<file path="config.mk">
export PLATFORM = sky130hd
export DESIGN_NAME = sdram_cmd_tracker
export DESIGN_NICKNAME = d
export VERILOG_FILES = /design/src/rtl/sdram_dec_pkg.sv /design/src/rtl/sdram_pin_decoder.sv /design/src/rtl/sdram_cmd_legality.sv /design/src/rtl/sdram_bank_fsm.sv /design/src/rtl/sdram_cmd_tracker.sv
export SDC_FILE = /design/constraint.sdc
export NUM_CORES = 1
export LEC_CHECK = 0
export BUFFER_PORTS_ARGS = -buffer_cell sky130_fd_sc_hd__buf_2
export CORE_UTILIZATION = 62
export CTS_BUF_LIST = sky130_fd_sc_hd__clkbuf_4 sky130_fd_sc_hd__clkbuf_8 sky130_fd_sc_hd__clkbuf_16
export CTS_CLUSTER_SIZE = 40
export DETAILED_ROUTE_END_ITERATION = 8
export PLACE_DENSITY = 0.88
export SLEW_MARGIN = 20
export SYNTH_ARGS = -nofsm -noshare
export SYNTH_HDL_FRONTEND = slang
export SYNTH_HIERARCHICAL = 1
export SYNTH_SLANG_ARGS = --single-unit
</file>
<file path="constraint.sdc">
create_clock -name clk -period 7.52 [get_ports clk]
set_input_delay 1.504 -clock clk [delete_from_list [all_inputs] [get_ports clk]]
set_output_delay 1.504 -clock clk [all_outputs]
set_load 0.01 [all_outputs]
</file>
<file path="src/rtl/sdram_dec_pkg.sv">
// Package: shared command codes, bank state codes and small helpers.
// Assumes: state codes are fixed by the port contract (3 bits per bank).
package sdram_dec_pkg;

    localparam int ST_W  = 3;
    localparam int CMD_W = 4;

    typedef enum logic [CMD_W-1:0] {
        CMD_DESL = 4'd0,
        CMD_NOP  = 4'd1,
        CMD_BST  = 4'd2,
        CMD_RD   = 4'd3,
        CMD_RDA  = 4'd4,
        CMD_WR   = 4'd5,
        CMD_WRA  = 4'd6,
        CMD_ACT  = 4'd7,
        CMD_PRE  = 4'd8,
        CMD_PALL = 4'd9,
        CMD_REF  = 4'd10,
        CMD_MRS  = 4'd11
    } cmd_e;

    typedef enum logic [ST_W-1:0] {
        BK_IDLE = 3'd0,
        BK_OPEN = 3'd1,
        BK_RD   = 3'd2,
        BK_RDA  = 3'd3,
        BK_WR   = 3'd4,
        BK_WRA  = 3'd5
    } bank_st_e;

    // Bank is in a plain (terminable) burst.
    function automatic logic st_plain_burst(input bank_st_e s);
        return (s == BK_RD) || (s == BK_WR);
    endfunction

    // Bank is in a burst that must run to completion.
    function automatic logic st_ap_burst(input bank_st_e s);
        return (s == BK_RDA) || (s == BK_WRA);
    endfunction

    // Bank has an open row that accepts a column command.
    function automatic logic st_col_ok(input bank_st_e s);
        return (s == BK_OPEN) || (s == BK_RD) || (s == BK_WR);
    endfunction

    // Column command code to the bank state it starts.
    function automatic bank_st_e col_target(input cmd_e c);
        bank_st_e r;
        case (c)
            CMD_RD:  r = BK_RD;
            CMD_RDA: r = BK_RDA;
            CMD_WR:  r = BK_WR;
            CMD_WRA: r = BK_WRA;
            default: r = BK_OPEN;
        endcase
        return r;
    endfunction

endpackage

</file>
<file path="src/rtl/sdram_pin_decoder.sv">
// Module: turns the raw command lines into a command code.
// Assumes: all lines are sampled in the same cycle; no state is kept here.
module sdram_pin_decoder
    import sdram_dec_pkg::*;
(
    input  logic sel_n,
    input  logic row_strobe_n,
    input  logic col_strobe_n,
    input  logic wr_en_n,
    input  logic ap_flag,
    output cmd_e cmd
);

    // Map line pattern plus variant bit to one command code.
    always_comb begin
        if (sel_n) begin
            cmd = CMD_DESL;
        end else begin
            case ({row_strobe_n, col_strobe_n, wr_en_n})
                3'b111:  cmd = CMD_NOP;
                3'b110:  cmd = CMD_BST;
                3'b101:  cmd = ap_flag ? CMD_RDA  : CMD_RD;
                3'b100:  cmd = ap_flag ? CMD_WRA  : CMD_WR;
                3'b011:  cmd = CMD_ACT;
                3'b010:  cmd = ap_flag ? CMD_PALL : CMD_PRE;
                3'b001:  cmd = CMD_REF;
                default: cmd = CMD_MRS;
            endcase
        end
    end

endmodule

</file>
<file path="src/rtl/sdram_cmd_legality.sv">
// Module: judges one command against the current state of every bank.
// Assumes: NUM_BANKS equals 2**BANK_W so every bank number is valid.
module sdram_cmd_legality
    import sdram_dec_pkg::*;
#(
    parameter int BANK_W    = 2,
    parameter int NUM_BANKS = 1 << BANK_W
) (
    input  cmd_e                        cmd,
    input  logic [BANK_W-1:0]           bank_sel,
    input  logic [NUM_BANKS*ST_W-1:0]   st_flat,
    input  logic                        full_page,
    output logic                        legal
);

    logic     any_ap;
    logic     all_idle;
    bank_st_e tgt;

    // Summaries over all banks and the state of the named bank.
    always_comb begin
        any_ap   = 1'b0;
        all_idle = 1'b1;
        for (int i = 0; i < NUM_BANKS; i++) begin
            if (st_ap_burst(bank_st_e'(st_flat[i*ST_W +: ST_W]))) any_ap = 1'b1;
            if (bank_st_e'(st_flat[i*ST_W +: ST_W]) != BK_IDLE) all_idle = 1'b0;
        end
        tgt = bank_st_e'(st_flat[bank_sel*ST_W +: ST_W]);
    end

    // Rule table per command.
    always_comb begin
        case (cmd)
            CMD_DESL, CMD_NOP:        legal = 1'b1;
            CMD_BST:                  legal = full_page && !any_ap;
            CMD_RD, CMD_WR:           legal = !any_ap && st_col_ok(tgt);
            CMD_RDA, CMD_WRA:         legal = !any_ap && st_col_ok(tgt) && !full_page;
            CMD_ACT:                  legal = (tgt == BK_IDLE);
            CMD_PRE, CMD_PALL:        legal = !any_ap;
            CMD_REF, CMD_MRS:         legal = all_idle;
            default:                  legal = 1'b0;
        endcase
    end

endmodule

</file>
<file path="src/rtl/sdram_bank_fsm.sv">
// Module: state register of one bank.
// Assumes: legality has been judged upstream; a legal command that moves
// this bank takes priority over its end-of-burst pulse.
module sdram_bank_fsm
    import sdram_dec_pkg::*;
#(
    parameter int BANK_W = 2,
    parameter int IDX    = 0
) (
    input  logic              clk,
    input  logic              rst_n,
    input  cmd_e              cmd,
    input  logic              cmd_legal,
    input  logic [BANK_W-1:0] bank_sel,
    input  logic              burst_done,
    output bank_st_e          state
);

    logic     hit;
    logic     touched;
    bank_st_e cmd_next;
    bank_st_e nxt;

    assign hit = (bank_sel == BANK_W'(IDX));

    // Effect of a legal command on this bank.
    always_comb begin
        touched  = 1'b0;
        cmd_next = state;
        if (cmd_legal) begin
            case (cmd)
                CMD_BST: begin
                    if (st_plain_burst(state)) begin
                        cmd_next = BK_OPEN;
                        touched  = 1'b1;
                    end
                end
                CMD_RD, CMD_RDA, CMD_WR, CMD_WRA: begin
                    if (hit) begin
                        cmd_next = col_target(cmd);
                        touched  = 1'b1;
                    end else if (st_plain_burst(state)) begin
                        cmd_next = BK_OPEN;
                        touched  = 1'b1;
                    end
                end
                CMD_ACT: begin
                    if (hit) begin
                        cmd_next = BK_OPEN;
                        touched  = 1'b1;
                    end
                end
                CMD_PRE: begin
                    if (hit) begin
                        cmd_next = BK_IDLE;
                        touched  = 1'b1;
                    end
                end
                CMD_PALL: begin
                    cmd_next = BK_IDLE;
                    touched  = 1'b1;
                end
                default: ;
            endcase
        end
    end

    // Merge command effect with the end-of-burst pulse.
    always_comb begin
        nxt = cmd_next;
        if (!touched && burst_done) begin
            if (st_plain_burst(state))   nxt = BK_OPEN;
            else if (st_ap_burst(state)) nxt = BK_IDLE;
        end
    end

    // State register.
    always_ff @(posedge clk) begin
        if (!rst_n) state <= BK_IDLE;
        else        state <= nxt;
    end

endmodule

</file>
<file path="src/rtl/sdram_cmd_tracker.sv">
// Module: top of the command decoder with bank tracking.
// Assumes: the command lines are synchronous to clk; one command per cycle.
module sdram_cmd_tracker
    import sdram_dec_pkg::*;
#(
    parameter int BANK_W = 2
) (
    input  logic                             clk,
    input  logic                             rst_n,
    input  logic                             sel_n,
    input  logic                             row_strobe_n,
    input  logic                             col_strobe_n,
    input  logic                             wr_en_n,
    input  logic [BANK_W-1:0]                bank_sel,
    input  logic                             ap_flag,
    input  logic                             mode_full_page,
    input  logic [(1<<BANK_W)-1:0]           burst_done,
    output logic [CMD_W-1:0]                 cmd_code_o,
    output logic [BANK_W-1:0]                cmd_bank_o,
    output logic                             illegal_o,
    output logic                             full_page_o,
    output logic [(1<<BANK_W)*ST_W-1:0]      bank_state_o
);

    localparam int NUM_BANKS = 1 << BANK_W;

    cmd_e                       cmd;
    logic                       legal;
    logic [NUM_BANKS*ST_W-1:0]  st_flat;
    bank_st_e                   st_arr [NUM_BANKS];
    logic                       fp_q;

    sdram_pin_decoder u_dec (
        .sel_n        (sel_n),
        .row_strobe_n (row_strobe_n),
        .col_strobe_n (col_strobe_n),
        .wr_en_n      (wr_en_n),
        .ap_flag      (ap_flag),
        .cmd          (cmd)
    );

    sdram_cmd_legality #(.BANK_W(BANK_W), .NUM_BANKS(NUM_BANKS)) u_legal (
        .cmd       (cmd),
        .bank_sel  (bank_sel),
        .st_flat   (st_flat),
        .full_page (fp_q),
        .legal     (legal)
    );

    for (genvar b = 0; b < NUM_BANKS; b++) begin : g_bank
        sdram_bank_fsm #(.BANK_W(BANK_W), .IDX(b)) u_fsm (
            .clk        (clk),
            .rst_n      (rst_n),
            .cmd        (cmd),
            .cmd_legal  (legal),
            .bank_sel   (bank_sel),
            .burst_done (burst_done[b]),
            .state      (st_arr[b])
        );
        assign st_flat[b*ST_W +: ST_W] = st_arr[b];
    end

    // Full-page setting, captured only by a legal mode-register set.
    always_ff @(posedge clk) begin
        if (!rst_n)                          fp_q <= 1'b0;
        else if (legal && cmd == CMD_MRS)    fp_q <= mode_full_page;
    end

    // Registered report of the command just sampled.
    always_ff @(posedge clk) begin
        if (!rst_n) begin
            cmd_code_o <= CMD_DESL;
            cmd_bank_o <= '0;
            illegal_o  <= 1'b0;
        end else begin
            cmd_code_o <= cmd;
            cmd_bank_o <= bank_sel;
            illegal_o  <= !legal;
        end
    end

    assign full_page_o  = fp_q;
    assign bank_state_o = st_flat;

endmodule

</file>
# Word-level counts from Yosys, hierarchy flattened
# Cells that the tools add are included.
# totals
in_bits,14
ramBits,0
romBits,0
regBits,20
latch_bits,0
mem_count,0
# op_classes
n_mux,71
mul,1
reduce_logical,39
bitwise_logic,0
n_addsub,0
shifts,1
div,0
n_eq_ne,40
magnitude_cmp,0
# ops
op,n
$mux 3,33
$pmux 3 s5,4
$eq 3x3->1 const B,13
$eq 3x2->1 const B,11
$pmux 4 s7,1
$mux 1,25
$eq 4x3->1 const B,4
$eq 4x4->1 const B,4
$pmux 1 s4,4
$pmux 3 s4,1
$reduce_bool 3->1,4
$reduce_or 2->1,6
$shiftx 12x5->3,1
$logic_or 1x1->1,10
$eq 4x2->1 const B,2
$logic_and 1x1->1,8
$logic_not 1->1,7
$pmux 1 s7,1
$eq 3x1->1 const B,2
$eq 2x2->1 const B,2
$eq 4x1->1 const B,1
$logic_not 4->1,1
$mul 2x2->4 const B,1
$mux 4,1
other kinds (5),5

# Longest topological paths before layout
# Gate-level depths: netlist of the first run.
# depth
word_depth,14
mapped_depth,12
mapped_depth_nobuf,11

# Cells and area by module
# The synthesis of the first run kept the hierarchy.
# modules_own_cells
mod,n_inst,cells_each,seq_area_each_um2,area_each_um2
sdram_bank_fsm (g_bank[1].u_fsm ...),2,50,60.1,375.4
sdram_bank_fsm (g_bank[0].u_fsm),1,46,60.1,367.9
sdram_bank_fsm (g_bank[3].u_fsm),1,48,60.1,360.3
sdram_cmd_legality,1,29,0.0,267.8
sdram_cmd_tracker,1,19,160.2,234.0
sdram_pin_decoder,1,16,0.0,105.1

# Worst setup path after synthesis of the first run
# No wires, ideal clock.
# synth_timing
kind,input to register
startpoint,input port wr_en_n
endpoint,register g_bank[1].u_fsm.state[0]
setup_slack_ns,2.255
arrival_time_ns,5.144
n_path_buf,1
path_stages,10
path_cell_list,buf_6 -> a211oi_1 -> nor4bb_1 -> nand4_1 -> o221a_2 -> o211ai_2 -> nand3_2 -> a311oi_1 -> nor2_1 -> o311a_1
# synth_between
word_cells_on_any_way,40
# synth_lines
element,line_no,rtl
"start, declared",sdram_cmd_tracker.sv:13,"input logic wr_en_n,"
$eq 3x1->1 (tied with other cells),sdram_pin_decoder.sv:19,"case ({row_strobe_n, col_strobe_n, wr_en_n})"
$pmux 4 s7 (*),sdram_pin_decoder.sv:19,
$mux 4 (*),sdram_pin_decoder.sv:16,if (sel_n) begin
net cmd[3],sdram_cmd_tracker.sv:27,cmd_e cmd;
$eq 4x4->1 (tied with other cells),sdram_cmd_legality.sv:33,case (cmd)
$reduce_or 2->1,sdram_cmd_legality.sv:33,
$pmux 1 s7 (*),sdram_cmd_legality.sv:33,
net legal,sdram_cmd_tracker.sv:28,logic legal;
$mux 3 or $mux 1 (tied branches),sdram_bank_fsm.sv:30,if (cmd_legal) begin
$mux 3 or $logic_not 1->1 (tied branches),"sdram_bank_fsm.sv:73, sdram_bank_fsm.sv:71",
$mux 3 or $logic_and 1x1->1 (tied branches),"sdram_bank_fsm.sv:72, sdram_bank_fsm.sv:71",
$mux 3 (*),sdram_bank_fsm.sv:71,if (!touched && burst_done) begin
"end signal, assigned",sdram_bank_fsm.sv:80,else state <= nxt;
"end, declared",sdram_bank_fsm.sv:16,output bank_st_e state
# The timed path passes the listed nets; every way through them passes the cells marked *.
# A chain may end at the register's enable or synchronous reset.

# Worst setup path after layout of the first run
# layout_timing
startpoint,input port col_strobe_n
endpoint,register g_bank[2].u_fsm.state[0]
# layout_between
word_cells_on_any_way,40
# layout_lines
element,line_no,rtl
"start, declared",sdram_cmd_tracker.sv:12,"input logic col_strobe_n,"
$eq 3x1->1 (tied with other cells),sdram_pin_decoder.sv:19,
$pmux 4 s7 (*),sdram_pin_decoder.sv:19,
$mux 4 (*),sdram_pin_decoder.sv:16,
net cmd[1],sdram_cmd_tracker.sv:27,
$eq 4x4->1 (tied with other cells),sdram_cmd_legality.sv:33,
$reduce_or 2->1,sdram_cmd_legality.sv:33,
$pmux 1 s7 (*),sdram_cmd_legality.sv:33,
net legal,sdram_cmd_tracker.sv:28,
$mux 3 or $mux 1 (tied branches),sdram_bank_fsm.sv:30,
$mux 3 or $logic_not 1->1 (tied branches),"sdram_bank_fsm.sv:73, sdram_bank_fsm.sv:71",
$mux 3 or $logic_and 1x1->1 (tied branches),"sdram_bank_fsm.sv:72, sdram_bank_fsm.sv:71",
$mux 3 (*),sdram_bank_fsm.sv:71,
"end signal, assigned",sdram_bank_fsm.sv:80,
"end, declared",sdram_bank_fsm.sv:16,
# Marked as above.

==> results.tsv, run 1 <==
stage	metric	value	unit
outcome	status	finished, final reports clean	
global_route	grt_pass1_wl	8110	µm
finish	syn_to_final_growth	10.6	%
setup_path	cp_data_required_time	7730	ps
worst_hold_path	hold_path.class	reg2reg	
global_route	grt_max_degree	56	
finish	fillCellCount	256	
yosys	synthFlopType	dfxtp_1	
setup_path	crit_fanout	28	
cts	clk_path_buf_depth	2	
yosys	postSynth.asyncResetShare	0	%
yosys	synth_edf_count	0	
global_route	overflow	0	
route	drc	0	
finish	multi_input_area	1600	µm²
cts	cts_buffers	3	
yosys	ys_types	59	
placement	dp_hpwl	3360	µm
power	fin_total_pwr	0.301	mW
sta	rsz0062_at_grt	false	
yosys	syn_inst	258	
floorplan	ioPinCount	34	
yosys	yosysSeqAreaShare	19.2	%
yosys	synthAdderAreaFrac	0	%
sta	period_share	63.7	%
power	peakVddDrop	0.0771	mV
floorplan	start_util	66.7	%
power	power.density	131	nW/µm²
route	wl_per_cell	15.1	µm
setup_path	end_kind	register	
floorplan	row_count	20	
finish	diodes	0	
route	wirelength	4970	µm
yosys	synth_mux_area_share	3.78	%
finish	drive_above_1_share	23.1	%
cts	cts-root-buf	clkbuf_4	
cts	post-cts-setup-buffer-count	0	
yosys	yosysWarnings	6	
floorplan	die_w	60	µm
global_route	track_usage	29.8	%
setup_path	cp_top_family	compound AO/OA/AOI/OAI gates	
sta	fmax	0.209	GHz
sta	tightestPinTransition	1010	ps
route	viasPerCell	6.32	
sta	slew_headroom	32.3	%
yosys	avgSynthCellArea	8.08	µm²
floorplan	core	3130	µm²
yosys	synth_xor_xnor_area_share	5.88	%
cts	clock_latency	310	ps
sta	skew	4.69	ps
sta	min_period	4790	ps
global_route	grt_pass1_vias	1819	
setup_path	start_kind	input port	
cts	holdBufCountCts	0	
route	dr.pass1.iters	5	
finish	fin_nets	301	
yosys	ys_ff_latch	20	
cts	clkSinkCount	20	
setup_path	cp_data_arrival_time	5010	ps
global_route	antenna_found_initial	0	
flow_run	maxCapViolCount	0	
cts	cts_tree	yes	
placement	placed_cells	326	
power	power_leakage	0.938	nW
yosys	syn_area	2090	µm²
setup_path	timing.critical_path.buf_inv	1	
yosys	yosysTopAreaCell	dfxtp_1	
floorplan	fp.dieH	60	µm
finish	stdcell_count	330	
cts	post_cts_resized	0	
sta	hold_viol	0	
floorplan	dieArea	3600	µm²
yosys	synthSimpleGateAreaFrac	36.6	%
placement	portBuffers	33	
yosys	synth_top_family_by_area	simple AND/OR/NAND/NOR gates	
setup_path	worstPathCellList	buf_2 -> o21ai_0 -> o21ai_0 -> a211oi_4 -> nor4bb_1 -> nand4_1 -> o221a_2 -> o211ai_2 -> nand3_2 -> a311oi_1 -> nor2_1 -> o311a_1	
setup_path	path_common_cell	o21ai_0	
route	drtIter0Drc	121	
yosys	ys_top_cells_by_area	dfxtp_1 19%, xor2_1 5.9%, nand3_1 5.0%	
cts	htree_levels	1	
yosys	syn_nets	272	
setup_path	slowest_delay	890	ps
sta	setup-tns-final	0	ps
route	routed-via-count	2085	
cts	clk_pin_slew_worst_paths	130	ps
placement	gp_congestion	0.842	
sta	final_max_slew_viol_count	0	
yosys	synth-compound-area-share	28.7	%
route	antenna_left	0	
yosys	synth_top_area_share	19.2	%
setup_path	criticalPathCategory	in2reg	
setup_path	cp_slowest_cell	a211oi_4	
sta	finalSetupViolations	0	
finish	seqCellArea	400	µm²
==> power by group <==
part	switching [mW]	internal (mW)	total (mW)
sequential	0.00358	0.109	0.113
clock	0.0373	0.0539	0.0911
combinational	0.0592	0.0379	0.0971
total	0.100	0.201	0.301
==> cell usage after synthesis, types with 4 or more instances <==
cell,instances
buf_4,5
xor2_1,14
nand3_1,21
a211oi_1,5
or4b_4,4
o21ai_0,10
dfxtp_1,20
nand2_1,20
or3_1,4
buf_6,6
nand2b_1,7
nor3b_1,6
nor3_1,4
o21ai_1,9
a21oi_1,9
or2b_1,6
nand4b_1,5
a22oi_1,6
a311oi_1,4
nor2_1,23
and2_1,8
==> worst register-to-register path: stages, from the launching register on <==
cell,delay (ps)
dfxtp_1,410
mux4_1,610
xor2_1,170
o21ai_1,80
or4_1,450
o211ai_2,270
nand3_2,200
a311oi_1,370
nor2_1,80
o311a_1,350
==> registers in the layout, summed over array words and instances (netlist names) <==
signal,cells
cmd_bank_o,2
cmd_code_o,4
g_bank.u_fsm/state,12
full_page_o,1
illegal_o,1
==> final timing paths <==
kind | startpoint | cells past startpoint | slack, ps | endpoint
worst min-delay path | g_bank[1].u_fsm/state[2] | 2 | 580 | g_bank[1].u_fsm/state[2]
worst max register to register | g_bank[2].u_fsm/state[1] | 9 | 4450 | g_bank[2].u_fsm/state[0]
worst max-delay path | col_strobe_n | 12 | 2730 | g_bank[2].u_fsm/state[0]
worst min register to register | g_bank[1].u_fsm/state[2] | 2 | 580 | g_bank[1].u_fsm/state[2]
==> placed cells by master (no fill, tap or decap), drive strengths merged, types with 7 or more instances in the layout <==
cell	instances
buf	37
nor2	24
nand3	23
o21ai	21
nand2	20
dfxtp	20
xor2	14
a21oi	12
and2	9
nand2b	7
a22oi	7
a211oi	7
==> cell type report <==
class                           count  area share [%]
Multi-Input combinational cell    223            69.2
Sequential cell                    20            17.4
Timing Repair Buffer               37            8.46
Tap cell                           44            2.39
Clock inverter                      1            1.30
Clock buffer                        3           0.977
Inverter                            2           0.326
==> metrics by stage <==
stage	setup WS, ps	hold slack (ps)	instance area (µm²)	utilization (%)
floorplan	2250	553	2090	-
CTS	2760	575	2310	73.7
detailed placement	2430	560	2250	72.0
global placement	2640	547	2250	72.0
finish	2730	579	2310	73.7
global route	2420	609	2310	73.7
==> per-layer routing <==
layer,share of wire [%],global-route usage [%],vias to the layer above
met5,0,0,-
li1,-,-,1042
met1,45,38.0,970
met4,1.8,13.6,0
met2,49,49.4,65
met3,4.0,4.11,8
==> cells by family (layout without fill, tap and decap cells) <==
logic type | Yosys count | after routing
buffers and inverters | 15 | 43
multiplexers | 3 | 3
AND/OR/NAND/NOR | 130 | 130
AO/OA/AOI/OAI | 76 | 76
flip-flops | 20 | 20
XOR/XNOR | 14 | 14
Power figures use the tool's default switching activity.
==> run 2, diff against run 1 <==
--- a/config.mk
+++ b/config.mk
@@ -5,12 +5,13 @@
 export SDC_FILE = /design/constraint.sdc
 export NUM_CORES = 1
 export LEC_CHECK = 0
+export ABC_AREA = 1
 export BUFFER_PORTS_ARGS = -buffer_cell sky130_fd_sc_hd__buf_2
-export CORE_UTILIZATION = 62
+export CORE_UTILIZATION = 58
 export CTS_BUF_LIST = sky130_fd_sc_hd__clkbuf_4 sky130_fd_sc_hd__clkbuf_8 sky130_fd_sc_hd__clkbuf_16
 export CTS_CLUSTER_SIZE = 40
 export DETAILED_ROUTE_END_ITERATION = 8
-export PLACE_DENSITY = 0.88
+export PLACE_DENSITY = 0.83
 export SLEW_MARGIN = 20
 export SYNTH_ARGS = -nofsm -noshare
 export SYNTH_HDL_FRONTEND = slang
==> constraint.sdc (replaced) <==
create_clock -name clk -period 4.8 [get_ports clk]
set_input_delay 0.96 -clock clk [delete_from_list [all_inputs] [get_ports clk]]
set_output_delay 0.96 -clock clk [all_outputs]
set_load 0.01 [all_outputs]
==> results.tsv, run 2 <==
stage	metric	value	unit
outcome	status	finished, final reports clean	
setup_path	cp_data_arrival_time	3340	ps
route	viasPerCell	5.33	
setup_path	cp_data_required_time	4970	ps
yosys	ys_types	25	
route	wirelength	5810	µm
yosys	avgSynthCellArea	5.18	µm²
cts	post-cts-setup-buffer-count	0	
finish	layout_commonest_cell	nand2_1	
worst_hold_path	hold_path.class	reg2reg	
sta	final_max_slew_viol_count	0	
cts	cts_tree	yes	
sta	setup-tns-final	0	ps
finish	regMostFlops	g_bank.u_fsm/state	
global_route	grt_pass1_vias	2473	
setup_path	timing.critical_path.to	g_bank[3].u_fsm/state[0]	
floorplan	start_util	63.1	%
finish	diodes	0	
floorplan	core	3470	µm²
yosys	ys_ff_latch	20	
cts	cts-root-buf	clkbuf_8	
yosys	syn_area	2190	µm²
cts	post_cts_resized	0	
power	power.density	229	nW/µm²
route	wl_per_cell	11.4	µm
finish	fin_nets	479	
global_route	track_usage	31.3	%
setup_path	r2r_slack	2610	ps
yosys	yosysMostFrequentCell	nand2_1	
sta	hold_viol	0	
yosys	postSynth.asyncResetShare	0	%
yosys	synth_edf_count	0	
route	drtIter0Drc	277	
cts	clk_path_buf_depth	2	
global_route	grt_max_degree	19	
yosys	yosysWarnings	6	
cts	holdBufCountCts	0	
sta	finalSetupViolations	0	
yosys	synthFlopType	dfxtp_1	
finish	drive_above_1_share	19.0	%
cts	cts_buffers	3	
yosys	synth_top_area_share	20.9	%
yosys	yosys-top-cells-count	122 x nand2_1, 69 x inv_1, 62 x nor2_1	
finish	mostFrequentLayoutCells	122 x nand2_1, 69 x inv_1, 62 x nor2_1	
yosys	syn_nets	436	
cts	clkSinkCount	20	
sta	period_share	65.9	%
floorplan	die_w	63.4	µm
floorplan	row_count	21	
floorplan	ioPinCount	34	
power	power_leakage	1.44	nW
route	dr.pass1.iters	5	
sta	min_period	3160	ps
yosys	syn_inst	422	
floorplan	fp.dieH	63.4	µm
setup_path	startpoint	col_strobe_n	
route	drc	0	
flow_run	maxCapViolCount	0	
sta	rsz0062_at_grt	false	
finish	syn_to_final_growth	15.4	%
global_route	overflow	0	
sta	slew_headroom	64.6	%
finish	final_area	2520	µm²
placement	gp_congestion	0.910	
finish	fillCellCount	310	
yosys	ys_top_cells_by_area	nand2_1 21%, dfxtp_1 18%, inv_1 12%	
setup_path	criticalPathCategory	in2reg	
placement	placed_area	2450	µm²
sta	tightestPinTransition	532	ps
sta	fmax	0.316	GHz
setup_path	start_kind	input port	
yosys	yosysSeqAreaShare	18.3	%
finish	largest_register_ffs	12	
floorplan	dieArea	4020	µm²
placement	dp_hpwl	4370	µm
setup_path	crit_fanout	14	
setup_path	end_kind	register	
sta	whs	550	ps
power	peakVddDrop	0.111	mV
placement	portBuffers	33	
cts	clock_latency	270	ps
setup_path	r2r-end	g_bank[3].u_fsm/state[0]	
cts	htree_levels	1	
sta	skew	8.73	ps
route	routed-via-count	2719	
global_route	grt_pass1_wl	10300	µm
yosys	yosysTopAreaCell	nand2_1	
finish	reg_top3	g_bank.u_fsm/state: 12 flops, cmd_code_o: 4 flops, cmd_bank_o: 2 flops	
cts	clk_pin_slew_worst_paths	90	ps
setup_path	rr_startpoint	g_bank[0].u_fsm/state[2]	
setup_path	reg2regPathDepth	11	
global_route	antenna_found_initial	0	
route	antenna_left	0	
[run 2: cell types whose count changed in the layout (fill, tap and decap cells not counted), moves of 5 or more]
cell	delta
or2b_1	-6
inv_1	+67
and2_1	-8
nand2b_1	-7
nand2_2	+12
xor2_1	-14
inv_2	+8
nand2_1	+102
nor2_2	+17
nor2_1	+39
a21oi_1	+6
nor3b_1	-6
nand3_1	+30
nand4b_1	-5
[run 2: through the flow]
stage	cells	power [mW]	utilization [%]	setup slack (ps)
2_1_floorplan	422	0.342	-	1200
3_3_place_gp	506	0.395	70.7	1510
3_5_place_dp	506	0.400	70.7	1420
4_1_cts	510	0.575	72.8	1680
5_1_grt	510	0.611	72.8	1310
6_report	510	0.578	72.8	1640
[run 2: cells by family (layout without fill, tap and decap cells)]
group,Yosys count,in the layout,share of synthesized area (%)
simple gates,277,277,55.6
flops,20,20,18.3
buf+inv,78,120,13.4
compound gates,47,47,12.6
[run 2: critical path, stage by stage]
cell and delay (ps):
buf_2 120, inv_1 80, o21ai_0 110, a21oi_2 470, nand2_1 150, o21ai_0 180, nor2_1 70, nor2_2 90
nand3_1 70, nand2_1 60, nand2_1 50, nand2_1 370, nand2_1 170, nor2_2 140, nor2_1 50, a21oi_1 150
nor2_1 60
[run 2: how the worst min path moves through the flow]
stage	startpoint	endpoint	slack (ps)	depth (start not counted)
detailed placement	full_page_o	full_page_o	540	2
finish	full_page_o	full_page_o	550	2
CTS	full_page_o	full_page_o	550	2
global route	full_page_o	full_page_o	630	2
floorplan	full_page_o	full_page_o	540	2
global placement	full_page_o	full_page_o	540	2
[run 2: area by class of cell]
type / instances / area, µm² / share of cell area, %
Tap cell: 46 / 57.6 / 2.28
Clock inverter: 1 / 30.0 / 1.19
Multi-Input combinational cell: 324 / 1500 / 59.3
Inverter: 77 / 289 / 11.4
Sequential cell: 20 / 400 / 15.9
Timing Repair Buffer: 39 / 210 / 8.33
Clock buffer: 3 / 41.3 / 1.64
[run 2: where the power goes]
part | leakage [nW] | switching (mW) | internal [mW] | total, mW
clock | 0.0357 | 0.0663 | 0.112 | 0.178
sequential | 0.163 | 0.0129 | 0.175 | 0.188
combinational | 1.24 | 0.141 | 0.0716 | 0.212
[run 2: metal layers]
metal	GRT usage, %	share of wire (%)
met5	0	0
met3	3.99	5.1
met2	55.2	49
met4	11.1	1.5
met1	38.4	45
==> run 3, diff against run 2 <==
--- a/config.mk
+++ b/config.mk
@@ -5,13 +5,13 @@
 export SDC_FILE = /design/constraint.sdc
 export NUM_CORES = 1
 export LEC_CHECK = 0
-export ABC_AREA = 1
+export ABC_AREA = 0
 export BUFFER_PORTS_ARGS = -buffer_cell sky130_fd_sc_hd__buf_2
-export CORE_UTILIZATION = 58
+export CORE_UTILIZATION = 52
 export CTS_BUF_LIST = sky130_fd_sc_hd__clkbuf_4 sky130_fd_sc_hd__clkbuf_8 sky130_fd_sc_hd__clkbuf_16
 export CTS_CLUSTER_SIZE = 40
 export DETAILED_ROUTE_END_ITERATION = 8
-export PLACE_DENSITY = 0.83
+export PLACE_DENSITY = 0.79
 export SLEW_MARGIN = 20
 export SYNTH_ARGS = -nofsm -noshare
 export SYNTH_HDL_FRONTEND = slang
==> constraint.sdc (replaced) <==
create_clock -name clk -period 2.6 [get_ports clk]
set_input_delay 0.52 -clock clk [delete_from_list [all_inputs] [get_ports clk]]
set_output_delay 0.52 -clock clk [all_outputs]
set_load 0.01 [all_outputs]
==> results.tsv, run 3 (synthesis results as in run 1) <==
stage	metric	value	unit
outcome	status	finished, violations left	
outcome	violations	negative setup slack	
placement	gp_congestion	0.881	
sta	tightestPinTransition	796	ps
route	dr.pass1.iters	5	
route	antenna_left	0	
cts	clkSinkCount	20	
finish	syn_to_final_growth	46.3	%
global_route	grt_pass1_wl	10300	µm
cts	htree_levels	1	
global_route	grt_max_degree	52	
power	power.density	336	nW/µm²
finish	diodes	0	
floorplan	row_count	22	
sta	final_max_slew_viol_count	0	
finish	stdcell_count	391	
sta	whs	493	ps
floorplan	dieArea	4270	µm²
power	peakVddDrop	0.162	mV
route	wirelength	7100	µm
placement	placed_cells	376	
finish	reg_top3	g_bank.u_fsm/state: 12 flops, cmd_code_o: 4 flops, cmd_bank_o: 2 flops	
global_route	grt_pass1_vias	2215	
sta	slew_headroom	45.6	%
global_route	track_usage	31.1	%
finish	regMostFlops	g_bank.u_fsm/state	
finish	largest_register_ffs	12	
worst_hold_path	hold_path.class	in2reg	
placement	dpl_worst_slack	-584	ps
route	viasPerCell	6.39	
global_route	antenna_found_initial	0	
finish	drive_above_1_share	44.3	%
placement	portBuffers	33	
setup_path	start_kind	input port	
finish	layout_commonest_cell	buf_4	
route	drtIter0Drc	200	
sta	rsz0062_at_grt	true	
cts	cts_tree	yes	
finish	final_area	3050	µm²
cts	clock_latency	270	ps
sta	skew	7.67	ps
floorplan	die_w	65.3	µm
sta	fmax	0.332	GHz
finish	fin_util	81.5	%
cts	cts-root-buf	clkbuf_8	
sta	min_period	3010	ps
floorplan	ioPinCount	34	
setup_path	crit_fanout	4	
setup_path	cp_data_required_time	2750	ps
setup_path	cp_data_arrival_time	3170	ps
cts	clk_path_buf_depth	2	
setup_path	end_kind	register	
sta	hold_viol	0	
flow_run	maxCapViolCount	0	
placement	placed_area	2680	µm²
finish	fin_nets	359	
route	drc	0	
setup_path	criticalPathCategory	in2reg	
floorplan	start_util	55.7	%
sta	finalSetupViolations	13	
placement	dp_hpwl	4150	µm
finish	mostFrequentLayoutCells	53 x buf_4, 29 x buf_2, 23 x nor2_1	
floorplan	core	3740	µm²
route	wl_per_cell	18.2	µm
sta	setup_ws	-415	ps
power	power_leakage	1.28	nW
cts	cts_buffers	3	
global_route	overflow	0	
sta	period_share	116	%
route	routed-via-count	2499	
cts	clk_pin_slew_worst_paths	80	ps
floorplan	fp.dieH	65.3	µm
run 3: area by class of cell:
class | instances | area, µm²
Timing Repair Buffer | 95 | 721
Sequential cell | 20 | 400
Fill cell | 242 | 693
Multi-Input combinational cell | 223 | 1820
Clock buffer | 3 | 41.3
Tap cell | 48 | 60.1
Inverter | 2 | 7.51
run 3: critical path, cell delays in order:
cell	delay, ps
clkbuf_4	150
mux4_2	580
xor2_1	280
o21ai_1	130
or4_4	440
o211ai_4	120
buf_12	150
nand3_4	70
a311oi_2	270
nor2_1	80
o311a_1	370
run 3: what timing repair did:
| action | 4_1_cts | 5_1_grt |
|---|---|---|
| hold buffers | 0 | 0 |
| gates resized for setup | 25 | 20 |
| gates cloned | 0 | 1 |
| setup buffers | 5 | 6 |
| pin swaps | 12 | 24 |
| setup endpoints to repair | 13 | 13 |
run 3: where the power goes:
part | total [mW] | internal [mW] | switching (mW)
Combinational | 0.492 | 0.238 | 0.255
Sequential | 0.321 | 0.316 | 0.00450
Clock | 0.211 | 0.104 | 0.108
Total | 1.02 | 0.657 | 0.367
run 3: stage by stage:
step	setup TNS, ps	power (mW)
detailed placement	-6690	0.699
global route	-3530	1.07
finish	-3880	1.02
floorplan	-5020	0.568
global placement	-5470	0.690
CTS	-1770	0.946
run 3: metal layers:
metal  track usage (%)  share of wire [%]  vias up
li1                  -                  -     1158
met1              38.2                 39     1177
met2              53.5                 50      134
met3              5.21                7.2       30
met4              12.5                3.7        0
met5                 0                  0        -
run 3: worst paths after layout:
path                             from                  endpoint  slack, ps  depth (start not counted)
min reg2reg  g_bank[1].u_fsm/state[2]  g_bank[1].u_fsm/state[2]        650                          3
max                       bank_sel[1]  g_bank[1].u_fsm/state[0]       -410                         11
min                    mode_full_page               full_page_o        490                          2
max reg2reg  g_bank[0].u_fsm/state[1]  g_bank[1].u_fsm/state[0]       -320                         10
